$ cat config.mk
export PLATFORM = sky130hd
export DESIGN_NAME = irq_entry_seq
export DESIGN_NICKNAME = d
export VERILOG_FILES = /design/src/rtl/irq_entry_pkg.sv /design/src/rtl/irq_lvl_merge.sv /design/src/rtl/irq_seq_fsm.sv /design/src/rtl/irq_ctx_regs.sv /design/src/rtl/irq_entry_seq.sv
export SDC_FILE = /design/constraint.sdc
export NUM_CORES = 1
export LEC_CHECK = 0
export BUFFER_PORTS_ARGS = -buffer_cell sky130_fd_sc_hd__buf_2
export CORE_MARGIN = 3
export CORE_UTILIZATION = 50
export DETAILED_ROUTE_END_ITERATION = 10
export GPL_ROUTABILITY_DRIVEN = 1
export PLACE_DENSITY = 0.78
export SYNTH_ARGS = -nofsm -noshare
export SYNTH_HDL_FRONTEND = slang
export SYNTH_SLANG_ARGS = --single-unit
$ cat constraint.sdc
create_clock -name clk -period 6.82 [get_ports clk]
set_input_delay 1.364 -clock clk [delete_from_list [all_inputs] [get_ports clk]]
set_output_delay 1.364 -clock clk [all_outputs]
set_load 0.02 [all_outputs]
$ cat src/rtl/irq_entry_pkg.sv
package irq_entry_pkg;
  typedef enum logic [2:0] {
    S_RST_PC  = 3'd0,
    S_RST_SP  = 3'd1,
    S_IDLE    = 3'd2,
    S_PUSH_SR = 3'd3,
    S_PUSH_PC = 3'd4,
    S_FETCH   = 3'd5,
    S_HOLD    = 3'd6
  } seq_st_e;
endpackage

$ cat src/rtl/irq_lvl_merge.sv
module irq_lvl_merge #(
  parameter int unsigned LVL_W = 4,
  parameter int unsigned VEC_W = 8
) (
  input  logic             clk,
  input  logic             rst_n,
  input  logic [LVL_W-1:0] ext_lvl,
  input  logic [VEC_W-1:0] ext_vec,
  input  logic             int_req,
  input  logic [LVL_W-1:0] int_lvl,
  input  logic [VEC_W-1:0] int_vec,
  input  logic             take_int,
  output logic [LVL_W-1:0] eff_lvl,
  output logic [VEC_W-1:0] win_vec,
  output logic             win_int
);
  logic             pend_q;
  logic [LVL_W-1:0] plvl_q;
  logic [VEC_W-1:0] pvec_q;

  // single internal slot; a new pulse overrides a clear in the same cycle
  always_ff @(posedge clk) begin
    if (!rst_n) begin
      pend_q <= 1'b0;
      plvl_q <= '0;
      pvec_q <= '0;
    end else if (int_req) begin
      pend_q <= 1'b1;
      plvl_q <= int_lvl;
      pvec_q <= int_vec;
    end else if (take_int) begin
      pend_q <= 1'b0;
    end
  end

  always_comb begin
    win_int = pend_q && (plvl_q >= ext_lvl);
    eff_lvl = win_int ? plvl_q : ext_lvl;
    win_vec = win_int ? pvec_q : ext_vec;
  end

  p_int_hold_r4: assert property (@(posedge clk) disable iff (!rst_n)
    pend_q && !take_int |=> pend_q);

  p_eff_max_r3: assert property (@(posedge clk) disable iff (!rst_n)
    (eff_lvl >= ext_lvl) && (!pend_q || eff_lvl >= plvl_q));
endmodule

$ cat src/rtl/irq_seq_fsm.sv
module irq_seq_fsm
  import irq_entry_pkg::*;
#(
  parameter int unsigned LVL_W         = 4,
  parameter int unsigned ENTRY_MIN_CYC = 13
) (
  input  logic             clk,
  input  logic             rst_n,
  input  logic             insn_boundary,
  input  logic [LVL_W-1:0] eff_lvl,
  input  logic [LVL_W-1:0] mask_lvl,
  input  logic             mem_ready,
  output seq_st_e          st,
  output logic             accept,
  output logic             done,
  output logic             beat,
  output logic             mem_valid,
  output logic             mem_we,
  output logic             busy
);
  localparam int unsigned CNT_W = $clog2(ENTRY_MIN_CYC + 1);
  localparam logic [CNT_W-1:0] CNT_LAST = CNT_W'(ENTRY_MIN_CYC - 1);

  seq_st_e          st_q, st_d;
  logic [CNT_W-1:0] cnt_q;
  logic             in_entry;

  assign st        = st_q;
  assign busy      = (st_q != S_IDLE);
  assign mem_valid = (st_q == S_RST_PC) || (st_q == S_RST_SP) ||
                     (st_q == S_PUSH_SR) || (st_q == S_PUSH_PC) ||
                     (st_q == S_FETCH);
  assign mem_we    = (st_q == S_PUSH_SR) || (st_q == S_PUSH_PC);
  assign beat      = mem_valid && mem_ready;
  assign accept    = (st_q == S_IDLE) && insn_boundary && (eff_lvl > mask_lvl);
  assign in_entry  = (st_q == S_PUSH_SR) || (st_q == S_PUSH_PC) ||
                     (st_q == S_FETCH) || (st_q == S_HOLD);
  assign done      = ((st_q == S_FETCH) && beat && (cnt_q >= CNT_LAST)) ||
                     ((st_q == S_HOLD) && (cnt_q >= CNT_LAST));

  always_comb begin
    st_d = st_q;
    unique case (st_q)
      S_RST_PC:  if (beat) st_d = S_RST_SP;
      S_RST_SP:  if (beat) st_d = S_IDLE;
      S_IDLE:    if (accept) st_d = S_PUSH_SR;
      S_PUSH_SR: if (beat) st_d = S_PUSH_PC;
      S_PUSH_PC: if (beat) st_d = S_FETCH;
      S_FETCH:   if (beat) st_d = (cnt_q >= CNT_LAST) ? S_IDLE : S_HOLD;
      S_HOLD:    if (cnt_q >= CNT_LAST) st_d = S_IDLE;
      default:   st_d = S_IDLE;
    endcase
  end

  always_ff @(posedge clk) begin
    if (!rst_n) begin
      st_q  <= S_RST_PC;
      cnt_q <= '0;
    end else begin
      st_q <= st_d;
      if (accept)                           cnt_q <= '0;
      else if (in_entry && cnt_q < CNT_LAST) cnt_q <= cnt_q + 1'b1;
    end
  end

  p_stall_r10: assert property (@(posedge clk) disable iff (!rst_n)
    mem_valid && !mem_ready |=> st_q == $past(st_q));

  p_accept_starts_r3: assert property (@(posedge clk) disable iff (!rst_n)
    accept |=> busy && mem_valid && mem_we);
endmodule

$ cat src/rtl/irq_ctx_regs.sv
module irq_ctx_regs
  import irq_entry_pkg::*;
#(
  parameter int unsigned AW          = 32,
  parameter int unsigned DW          = 32,
  parameter int unsigned LVL_W       = 4,
  parameter int unsigned VEC_W       = 8,
  parameter int unsigned MASK_LSB    = 4,
  parameter int unsigned SR_RESET    = 'hF0,
  parameter int unsigned PC_VEC_ADDR = 0,
  parameter int unsigned SP_VEC_ADDR = 4
) (
  input  logic             clk,
  input  logic             rst_n,
  input  seq_st_e          st,
  input  logic             beat,
  input  logic             accept,
  input  logic             done,
  input  logic [LVL_W-1:0] acc_lvl,
  input  logic [VEC_W-1:0] acc_vec,
  input  logic [DW-1:0]    mem_rdata,
  input  logic             sr_we,
  input  logic [DW-1:0]    sr_wdata,
  input  logic             vbr_we,
  input  logic [AW-1:0]    vbr_wdata,
  output logic [AW-1:0]    pc,
  output logic [AW-1:0]    sp,
  output logic [DW-1:0]    sr,
  output logic [AW-1:0]    vbr,
  output logic [LVL_W-1:0] mask_lvl,
  output logic [AW-1:0]    mem_addr,
  output logic [DW-1:0]    mem_wdata
);
  localparam int unsigned SLOT_B  = DW / 8;
  localparam int unsigned SLOT_SH = $clog2(SLOT_B);

  logic [AW-1:0]    pc_q, sp_q, vbr_q, npc_q;
  logic [DW-1:0]    sr_q;
  logic [LVL_W-1:0] lvl_q;
  logic [VEC_W-1:0] vec_q;
  logic [AW-1:0]    sp_dec, vec_addr;
  logic             core_wr_ok;

  assign sp_dec     = sp_q - AW'(SLOT_B);
  assign vec_addr   = vbr_q + (AW'(vec_q) << SLOT_SH);
  assign core_wr_ok = (st == S_IDLE) && !accept;

  always_comb begin
    mem_addr  = '0;
    mem_wdata = '0;
    unique case (st)
      S_RST_PC:  mem_addr = AW'(PC_VEC_ADDR);
      S_RST_SP:  mem_addr = AW'(SP_VEC_ADDR);
      S_PUSH_SR: begin mem_addr = sp_dec; mem_wdata = sr_q; end
      S_PUSH_PC: begin mem_addr = sp_dec; mem_wdata = DW'(pc_q); end
      S_FETCH:   mem_addr = vec_addr;
      default:   ;
    endcase
  end

  always_ff @(posedge clk) begin
    if (!rst_n) begin
      pc_q  <= '0;
      sp_q  <= '0;
      sr_q  <= DW'(SR_RESET);
      vbr_q <= '0;
      npc_q <= '0;
      lvl_q <= '0;
      vec_q <= '0;
    end else begin
      if (accept) begin
        lvl_q <= acc_lvl;
        vec_q <= acc_vec;
      end
      if (beat) begin
        unique case (st)
          S_RST_PC:  pc_q  <= AW'(mem_rdata);
          S_RST_SP:  sp_q  <= AW'(mem_rdata);
          S_PUSH_SR: sp_q  <= sp_dec;
          S_PUSH_PC: sp_q  <= sp_dec;
          S_FETCH:   npc_q <= AW'(mem_rdata);
          default:   ;
        endcase
      end
      if (done) begin
        pc_q <= (beat && st == S_FETCH) ? AW'(mem_rdata) : npc_q;
        sr_q[MASK_LSB +: LVL_W] <= lvl_q;
      end
      if (core_wr_ok && sr_we)  sr_q  <= sr_wdata;
      if (core_wr_ok && vbr_we) vbr_q <= vbr_wdata;
    end
  end

  assign pc       = pc_q;
  assign sp       = sp_q;
  assign sr       = sr_q;
  assign vbr      = vbr_q;
  assign mask_lvl = sr_q[MASK_LSB +: LVL_W];

  p_mask_raise_r8: assert property (@(posedge clk) disable iff (!rst_n)
    done |=> sr_q[MASK_LSB +: LVL_W] > $past(sr_q[MASK_LSB +: LVL_W]));

  p_pc_hold_r7: assert property (@(posedge clk) disable iff (!rst_n)
    !done && !(beat && st == S_RST_PC) |=> $stable(pc_q));
endmodule

$ cat src/rtl/irq_entry_seq.sv
module irq_entry_seq
  import irq_entry_pkg::*;
#(
  parameter int unsigned AW            = 32,
  parameter int unsigned DW            = 32,
  parameter int unsigned LVL_W         = 4,
  parameter int unsigned VEC_W         = 8,
  parameter int unsigned MASK_LSB      = 4,
  parameter int unsigned ENTRY_MIN_CYC = 13
) (
  input  logic             clk,
  input  logic             rst_n,
  input  logic             insn_boundary,
  input  logic [LVL_W-1:0] ext_lvl,
  input  logic [VEC_W-1:0] ext_vec,
  input  logic             int_req,
  input  logic [LVL_W-1:0] int_lvl,
  input  logic [VEC_W-1:0] int_vec,
  input  logic             sr_we,
  input  logic [DW-1:0]    sr_wdata,
  input  logic             vbr_we,
  input  logic [AW-1:0]    vbr_wdata,
  output logic             mem_valid,
  output logic             mem_we,
  output logic [AW-1:0]    mem_addr,
  output logic [DW-1:0]    mem_wdata,
  input  logic             mem_ready,
  input  logic [DW-1:0]    mem_rdata,
  output logic [AW-1:0]    pc,
  output logic [AW-1:0]    sp,
  output logic [DW-1:0]    sr,
  output logic [AW-1:0]    vbr,
  output logic             entry_busy
);
  localparam int unsigned PUSH_BYTES = 2 * (DW / 8);

  seq_st_e          st;
  logic             accept, done, beat, win_int;
  logic [LVL_W-1:0] eff_lvl, mask_lvl;
  logic [VEC_W-1:0] win_vec;

  irq_lvl_merge #(.LVL_W(LVL_W), .VEC_W(VEC_W)) u_merge (
    .clk(clk), .rst_n(rst_n),
    .ext_lvl(ext_lvl), .ext_vec(ext_vec),
    .int_req(int_req), .int_lvl(int_lvl), .int_vec(int_vec),
    .take_int(accept && win_int),
    .eff_lvl(eff_lvl), .win_vec(win_vec), .win_int(win_int)
  );

  irq_seq_fsm #(.LVL_W(LVL_W), .ENTRY_MIN_CYC(ENTRY_MIN_CYC)) u_fsm (
    .clk(clk), .rst_n(rst_n), .insn_boundary(insn_boundary),
    .eff_lvl(eff_lvl), .mask_lvl(mask_lvl), .mem_ready(mem_ready),
    .st(st), .accept(accept), .done(done), .beat(beat),
    .mem_valid(mem_valid), .mem_we(mem_we), .busy(entry_busy)
  );

  irq_ctx_regs #(
    .AW(AW), .DW(DW), .LVL_W(LVL_W), .VEC_W(VEC_W), .MASK_LSB(MASK_LSB)
  ) u_regs (
    .clk(clk), .rst_n(rst_n), .st(st), .beat(beat), .accept(accept),
    .done(done), .acc_lvl(eff_lvl), .acc_vec(win_vec),
    .mem_rdata(mem_rdata), .sr_we(sr_we), .sr_wdata(sr_wdata),
    .vbr_we(vbr_we), .vbr_wdata(vbr_wdata),
    .pc(pc), .sp(sp), .sr(sr), .vbr(vbr), .mask_lvl(mask_lvl),
    .mem_addr(mem_addr), .mem_wdata(mem_wdata)
  );

  // stack pointer seen at acceptance, for the push-depth check
  logic [AW-1:0] sp_mark_q;
  always_ff @(posedge clk) begin
    if (!rst_n)      sp_mark_q <= '0;
    else if (accept) sp_mark_q <= sp;
  end

  p_sp_drop_r6: assert property (@(posedge clk) disable iff (!rst_n)
    done |-> sp == sp_mark_q - AW'(PUSH_BYTES));

  p_bus_hold_r10: assert property (@(posedge clk) disable iff (!rst_n)
    mem_valid && !mem_ready |=> mem_valid && $stable(mem_addr) &&
                               $stable(mem_we) && $stable(mem_wdata));
endmodule

# Word level (Yosys, flattened, before mapping)
# Cells that the tools add are included.
dict set report classes {
  addsub 3
  magnitude_cmp 4
  n_eq_ne 14
  mux 22
  bitwise 1
  reduce_logical 33
}
# op count
set op_table {}
lappend op_table {{$mux 32} 4}
lappend op_table {{$pmux 32 s2} 2}
lappend op_table {{$pmux 32 s3} 1}
lappend op_table {{$add 32x10->32} 1}
lappend op_table {{$sub 32x3->32 const B} 1}
lappend op_table {{$mux 3} 8}
lappend op_table {{$pmux 3 s7} 1}
lappend op_table {{$mux 8} 2}
lappend op_table {{$logic_and 1x1->1} 12}
lappend op_table {{$ne 2x1->1 const B} 5}
lappend op_table {{$reduce_bool 2->1} 5}
lappend op_table {{$eq 3x3->1 const B} 3}
lappend op_table {{$logic_or 1x1->1} 8}
lappend op_table {{$mux 4} 2}
lappend op_table {{$reduce_and 7->1} 1}
lappend op_table {{$eq 3x2->1 const B} 2}
lappend op_table {{$reduce_and 2->1} 3}
lappend op_table {{$add 4x1->4 const B} 1}
lappend op_table {{$ge 4x4->1} 1}
lappend op_table {{$ge 4x4->1 const B} 1}
lappend op_table {{$gt 4x4->1} 1}
lappend op_table {{$lt 4x4->1 const B} 1}
lappend op_table {{$ne 2x2->1 const B} 2}
lappend op_table {{$reduce_or 2->1} 2}
lappend op_table {{other kinds (6)} 7}
dict set report totals {
  reg_bits 192
  inputBits 127
  output_inout_bits 195
  wordCells 90
}

# Depth between registers and ports, before layout
dict set report depth {
  word_depth 11
  depth_mapped 16
}

# Hierarchy
# A second synthesis with hierarchy kept.
dict set report hier_totals {
  cells_unflattened 1278
  hier_area_um2 10042.1
}
# module n_inst cells_per_inst area_each_um2
set modules_own_cells {}
lappend modules_own_cells {irq_ctx_regs 1 1095 8535.7}
lappend modules_own_cells {irq_lvl_merge 1 120 972.2}
lappend modules_own_cells {irq_seq_fsm 1 62 528.0}
lappend modules_own_cells {irq_entry_seq 1 1 6.3}

# Worst setup path before layout
# No wires, ideal clock.
dict set report synth_path {
  path_type {input to register}
  from {input port ext_lvl[2]}
  to {register u_regs.vbr_q[10], in the netlist u_regs.vbr[10]}
  setup_ns 0.072
  arrival_ns 4.680
  path_slack_ns 2.068
  stages 15
  path_buffers 4
  path_cell_list {inv_1 > ha_1 > or2_2 > a21oi_1 > a211oi_1 > clkbuf_1 > mux2_2 > ha_1 > a21oi_1 > a21o_1 > clkbuf_1 > and3_1 > clkbuf_1 > buf_2 > mux2i_1}
}
dict set report synth_between {
  elab_chain_cells 8
}
# item line_no
set synth_rtl {}
lappend synth_rtl {{start: declaration} irq_entry_seq.sv:14} ;# input logic [LVL_W-1:0] ext_lvl,
lappend synth_rtl {{$ge 4x4->1} irq_lvl_merge.sv:37} ;# win_int = pend_q && (plvl_q >= ext_lvl);
lappend synth_rtl {{$logic_and 1x1->1} irq_lvl_merge.sv:37}
lappend synth_rtl {{$mux 4} irq_lvl_merge.sv:38} ;# eff_lvl = win_int ? plvl_q : ext_lvl;
lappend synth_rtl {{via eff_lvl[3]} irq_entry_seq.sv:39} ;# logic [LVL_W-1:0] eff_lvl, mask_lvl;
lappend synth_rtl {{$gt 4x4->1} irq_seq_fsm.sv:35} ;# assign accept = (st_q == S_IDLE) && insn_boundary && (eff_lvl > mask_lvl);
lappend synth_rtl {{$logic_and 1x1->1} irq_seq_fsm.sv:35}
lappend synth_rtl {{$logic_not 1->1} irq_ctx_regs.sv:46} ;# assign core_wr_ok = (st == S_IDLE) && !accept;
lappend synth_rtl {{$logic_and 1x1->1} irq_ctx_regs.sv:46}
lappend synth_rtl {{$logic_and 1x1->1} irq_ctx_regs.sv:90} ;# if (core_wr_ok && vbr_we) vbr_q <= vbr_wdata;
lappend synth_rtl {{end signal: assignment} irq_ctx_regs.sv:90}
lappend synth_rtl {{end: declaration} irq_ctx_regs.sv:37} ;# logic [AW-1:0] pc_q, sp_q, vbr_q, npc_q;
# The timed path passes the listed nets, and every way through them passes these cells.
# A chain may end at the register's enable or synchronous reset.

# Final worst setup path
dict set report layout_path {
  from {register u_fsm.st_q[0], in the netlist u_fsm.st[0]}
  to {output port mem_addr[20]}
}
dict set report layout_between {
  elab_chain_cells 3
}
# item line_no
set layout_rtl {}
lappend layout_rtl {{start: declaration} irq_seq_fsm.sv:24} ;# seq_st_e st_q, st_d;
lappend layout_rtl {{start signal: assignment} irq_seq_fsm.sv:60} ;# st_q <= st_d;
lappend layout_rtl {{$eq 3x3->1 / $eq 3x2->1 (equally long branches)} irq_ctx_regs.sv:51} ;# unique case (st)
lappend layout_rtl {{$reduce_or 2->1 (no source line)} --}
lappend layout_rtl {{$pmux 32 s3 (*)} irq_ctx_regs.sv:51}
lappend layout_rtl {{end: declaration} irq_entry_seq.sv:25} ;# output logic [AW-1:0] mem_addr,
# Every way passes the cells marked *; elsewhere a longest branch is shown, timed or not.

==> results.py <==
metrics = {
    "finish": {
        "n_antenna_cell": 0,
        "nets": 1624,
        "regArea_um2": 3840,
        "fillerInstances": 1756,
        "syn_to_final_growth_pct": 22.8,
        "utilization": 0.637,
        "layout-drive-gt1-share": 0.290,
        "multiInputGateArea_um2": 5950,
    },
    "timing": {
        "timing.hold.ws_ps": 457,
        "setup_tns_ps": 0,
        "rsz0062_at_grt": "no",
        "setup_viol": 0,
        "hold_viol_final": 0,
        "fin_crit_ps": 5060,
        "slew_headroom": 0.208,
        "max_freq_mhz": 198,
        "slew_viol_final": 0,
        "post-route-period-util": 0.742,
        "tightest_slew_ps": 1190,
        "final.setup_skew_ps": 17.6,
    },
    "min_path": {
        "min-delay-path-class": "flop to flop",
        "holdPathStages": 2,
        "hp-start": "u_regs.npc_q[9]$_SDFFE_PN0P_",
    },
    "route": {
        "drt-pass1-iter-count": 6,
        "wl_per_cell_um": 19.0,
        "drt_wl_total_um": 33500,
        "dr_total_vias": 10588,
        "antenna_left": 0,
        "viasPerCell": 6.03,
        "drt_iter0_drc": 880,
        "post-route-drc-count": 0,
    },
    "synthesis": {
        "ys.flop_type": "dfxtp_1",
        "syn_inst": 1222,
        "synth_warnings": 0,
        "synth_cell_type_count": 71,
        "synth.top_cell.area_share": 0.375,
        "ys_seq_area_frac": 0.375,
        "syn_area_per_cell_um2": 8.39,
        "synth_commonest_cells": "dfxtp_1 (192), nand2_1 (172), a21oi_1 (105), clkbuf_1 (87), o21ai_0 (67)",
        "mappedNetlistArea_um2": 10300,
        "async_flop_share": 0,
        "synth-edff-count": 0,
        "ys_top_cells_by_area": "dfxtp_1 (37%), nand2_1 (6.3%), mux2i_1 (5.6%), a21oi_1 (5.1%), o221a_2 (3.6%)",
        "syn-num-nets": 1368,
        "synth.most_common_cell": "dfxtp_1",
        "synth_top_cell_by_area": "dfxtp_1",
        "ys_ff_latch": 192,
    },
    "worst_setup_path": {
        "crit_path_cell_trace": "nor3b_4 -> buf_4 -> nor2_4 -> clkinv_1 -> nand3_1 -> o211ai_1 -> buf_2",
        "end_kind": "output pin",
        "cp_slowest_cell": "clkinv_1",
        "startpoint": "u_fsm.st[0]$_SDFFE_PN0P_",
        "rr_startpoint": "u_merge.plvl_q[0]$_SDFFE_PN0P_",
        "critPathMaxFanout": 35,
        "critical_path.top_delay_family": "buffers and inverters",
        "timing.critical_path.required_ps": 5460,
        "rrSetupSlack_ps": 2500,
        "path_depth": 7,
        "crit_buf_inv": 3,
        "start_kind": "flop",
        "worstRegToRegCells": 11,
        "worstSetupPathType": "flop to output pin",
        "crit_arrival_ps": 3700,
        "slowest_delay_ps": 800,
    },
    "clocking": {
        "cts_resized": 0,
        "hold_buffers": 0,
        "root_buffer": "clkbuf_16",
        "clock-sinks": 192,
        "h-tree-depth": 4,
        "cts_tree": "built",
        "path_clk_slew_ps": 80,
        "cts_buffer_depth": 2,
        "insertion_delay_ps": 440,
        "cts_setup_buffers": 0,
        "cts_buffers": 17,
    },
    "global_route": {
        "grt_usage": 0.287,
        "grt_overflow_total": 0,
        "grt_max_degree": 97,
        "grt_pass1_vias": 9787,
        "antenna_found_initial": 0,
        "grt_pass1_wl_um": 52000,
    },
    "status": {
        "outcome": "complete, no violations",
    },
    "placement": {
        "hpwl_um": 24300,
        "place_congestion": 0.948,
        "port_buffers": 321,
    },
    "die": {
        "rows": 51,
        "io_pins": 322,
        "die_width_um": 149,
        "dieArea_um2": 22300,
        "die_h_um": 149,
        "start_util": 0.518,
        "core_um2": 19800,
    },
    "run": {
        "max_cap_viol_count": 0,
    },
    "pwr": {
        "leakagePower_nw": 5.42,
        "power.density_nw_per_um2": 229,
        "vdd_drop_max_v": 0.000195,
    },
}
path summary, 6_finish.rpt:
path                                  endpoint
hold / removal    u_regs.npc_q[9]$_SDFFE_PN0P_
setup / recovery                  mem_addr[20]
setup reg to reg   u_regs.vbr[14]$_SDFFE_PN0P_
hold reg to reg   u_regs.npc_q[9]$_SDFFE_PN0P_
state kept, by name, indices dropped and copies added, names as in the netlist:
signal / flops
u_regs.npc_q: 32
u_regs.pc: 32
u_regs.sp: 32
u_regs.sr: 32
u_regs.vbr: 32
u_merge.pvec_q: 8
u_regs.vec_q: 8
u_fsm.cnt_q: 4
u_merge.plvl_q: 4
u_regs.lvl_q: 4
u_fsm.st: 3
u_merge.pend_q: 1
logic make-up after synthesis:
logic type,share of synthesized area
XOR/XNOR,0.0427
adder cells (fa/ha/maj),0.0239
multiplexers,0.0589
AO/OA/AOI/OAI,0.263
buffers and inverters,0.0475
flip-flops,0.375
AND/OR/NAND/NOR,0.189
layer usage:
metal,track usage,part of all wire,wire length [um],vias to the layer above
li1,-,-,-,5006
met1,0.374,0.41,13600,5056
met2,0.474,0.48,16100,455
met3,0.0608,0.080,2670,71
met4,0.0970,0.033,1120,0
met5,0,0,0,-
per-stage QoR:
stage               worst slack (ps)  power [mW]  area, um2  cells
floorplan                       2070        1.63      10300   1222
global placement                1510        1.82      12000   1724
detailed placement              1400        1.83      12000   1724
CTS                             1800        2.89      12600   1756
global route                    1460        2.99      12600   1756
finish                          1760        2.89      12600   1756
worst min-delay path, cell delays in order, from the launching register on:
cell,delay [ps]
dfxtp_1,310
nand2_1,50
a21oi_1,50
report_power, final:
group	internal (mW)	total, mW	switching, mW
Combinational	0.226	0.583	0.357
Clock	0.539	1.07	0.530
Sequential	1.17	1.23	0.0631
area by class of cell:
| cell class | count | area share |
|---|---|---|
| flip-flops and latches | 192 | 0.305 |
| repair buffers | 339 | 0.138 |
| clock inverters | 15 | 0.0172 |
| inverters | 21 | 0.00636 |
| well taps | 265 | 0.0263 |
| multi-input cells | 907 | 0.473 |
| clock buffers | 17 | 0.0338 |
placed cells by master, fill, tap and decap left out, types with 33 or more instances in the layout:
cell type	netlist	routed
dfxtp_1	192	192
o21ai_0	67	66
o21a_1	39	39
buf_2	8	320
nand2_1	172	172
a21oi_1	105	104
nand3_1	58	58
mux2i_1	57	57
o221a_2	33	33
a22o_1	38	38
nor2_1	47	46
Note: power is estimated with default switching activity, not from simulation.
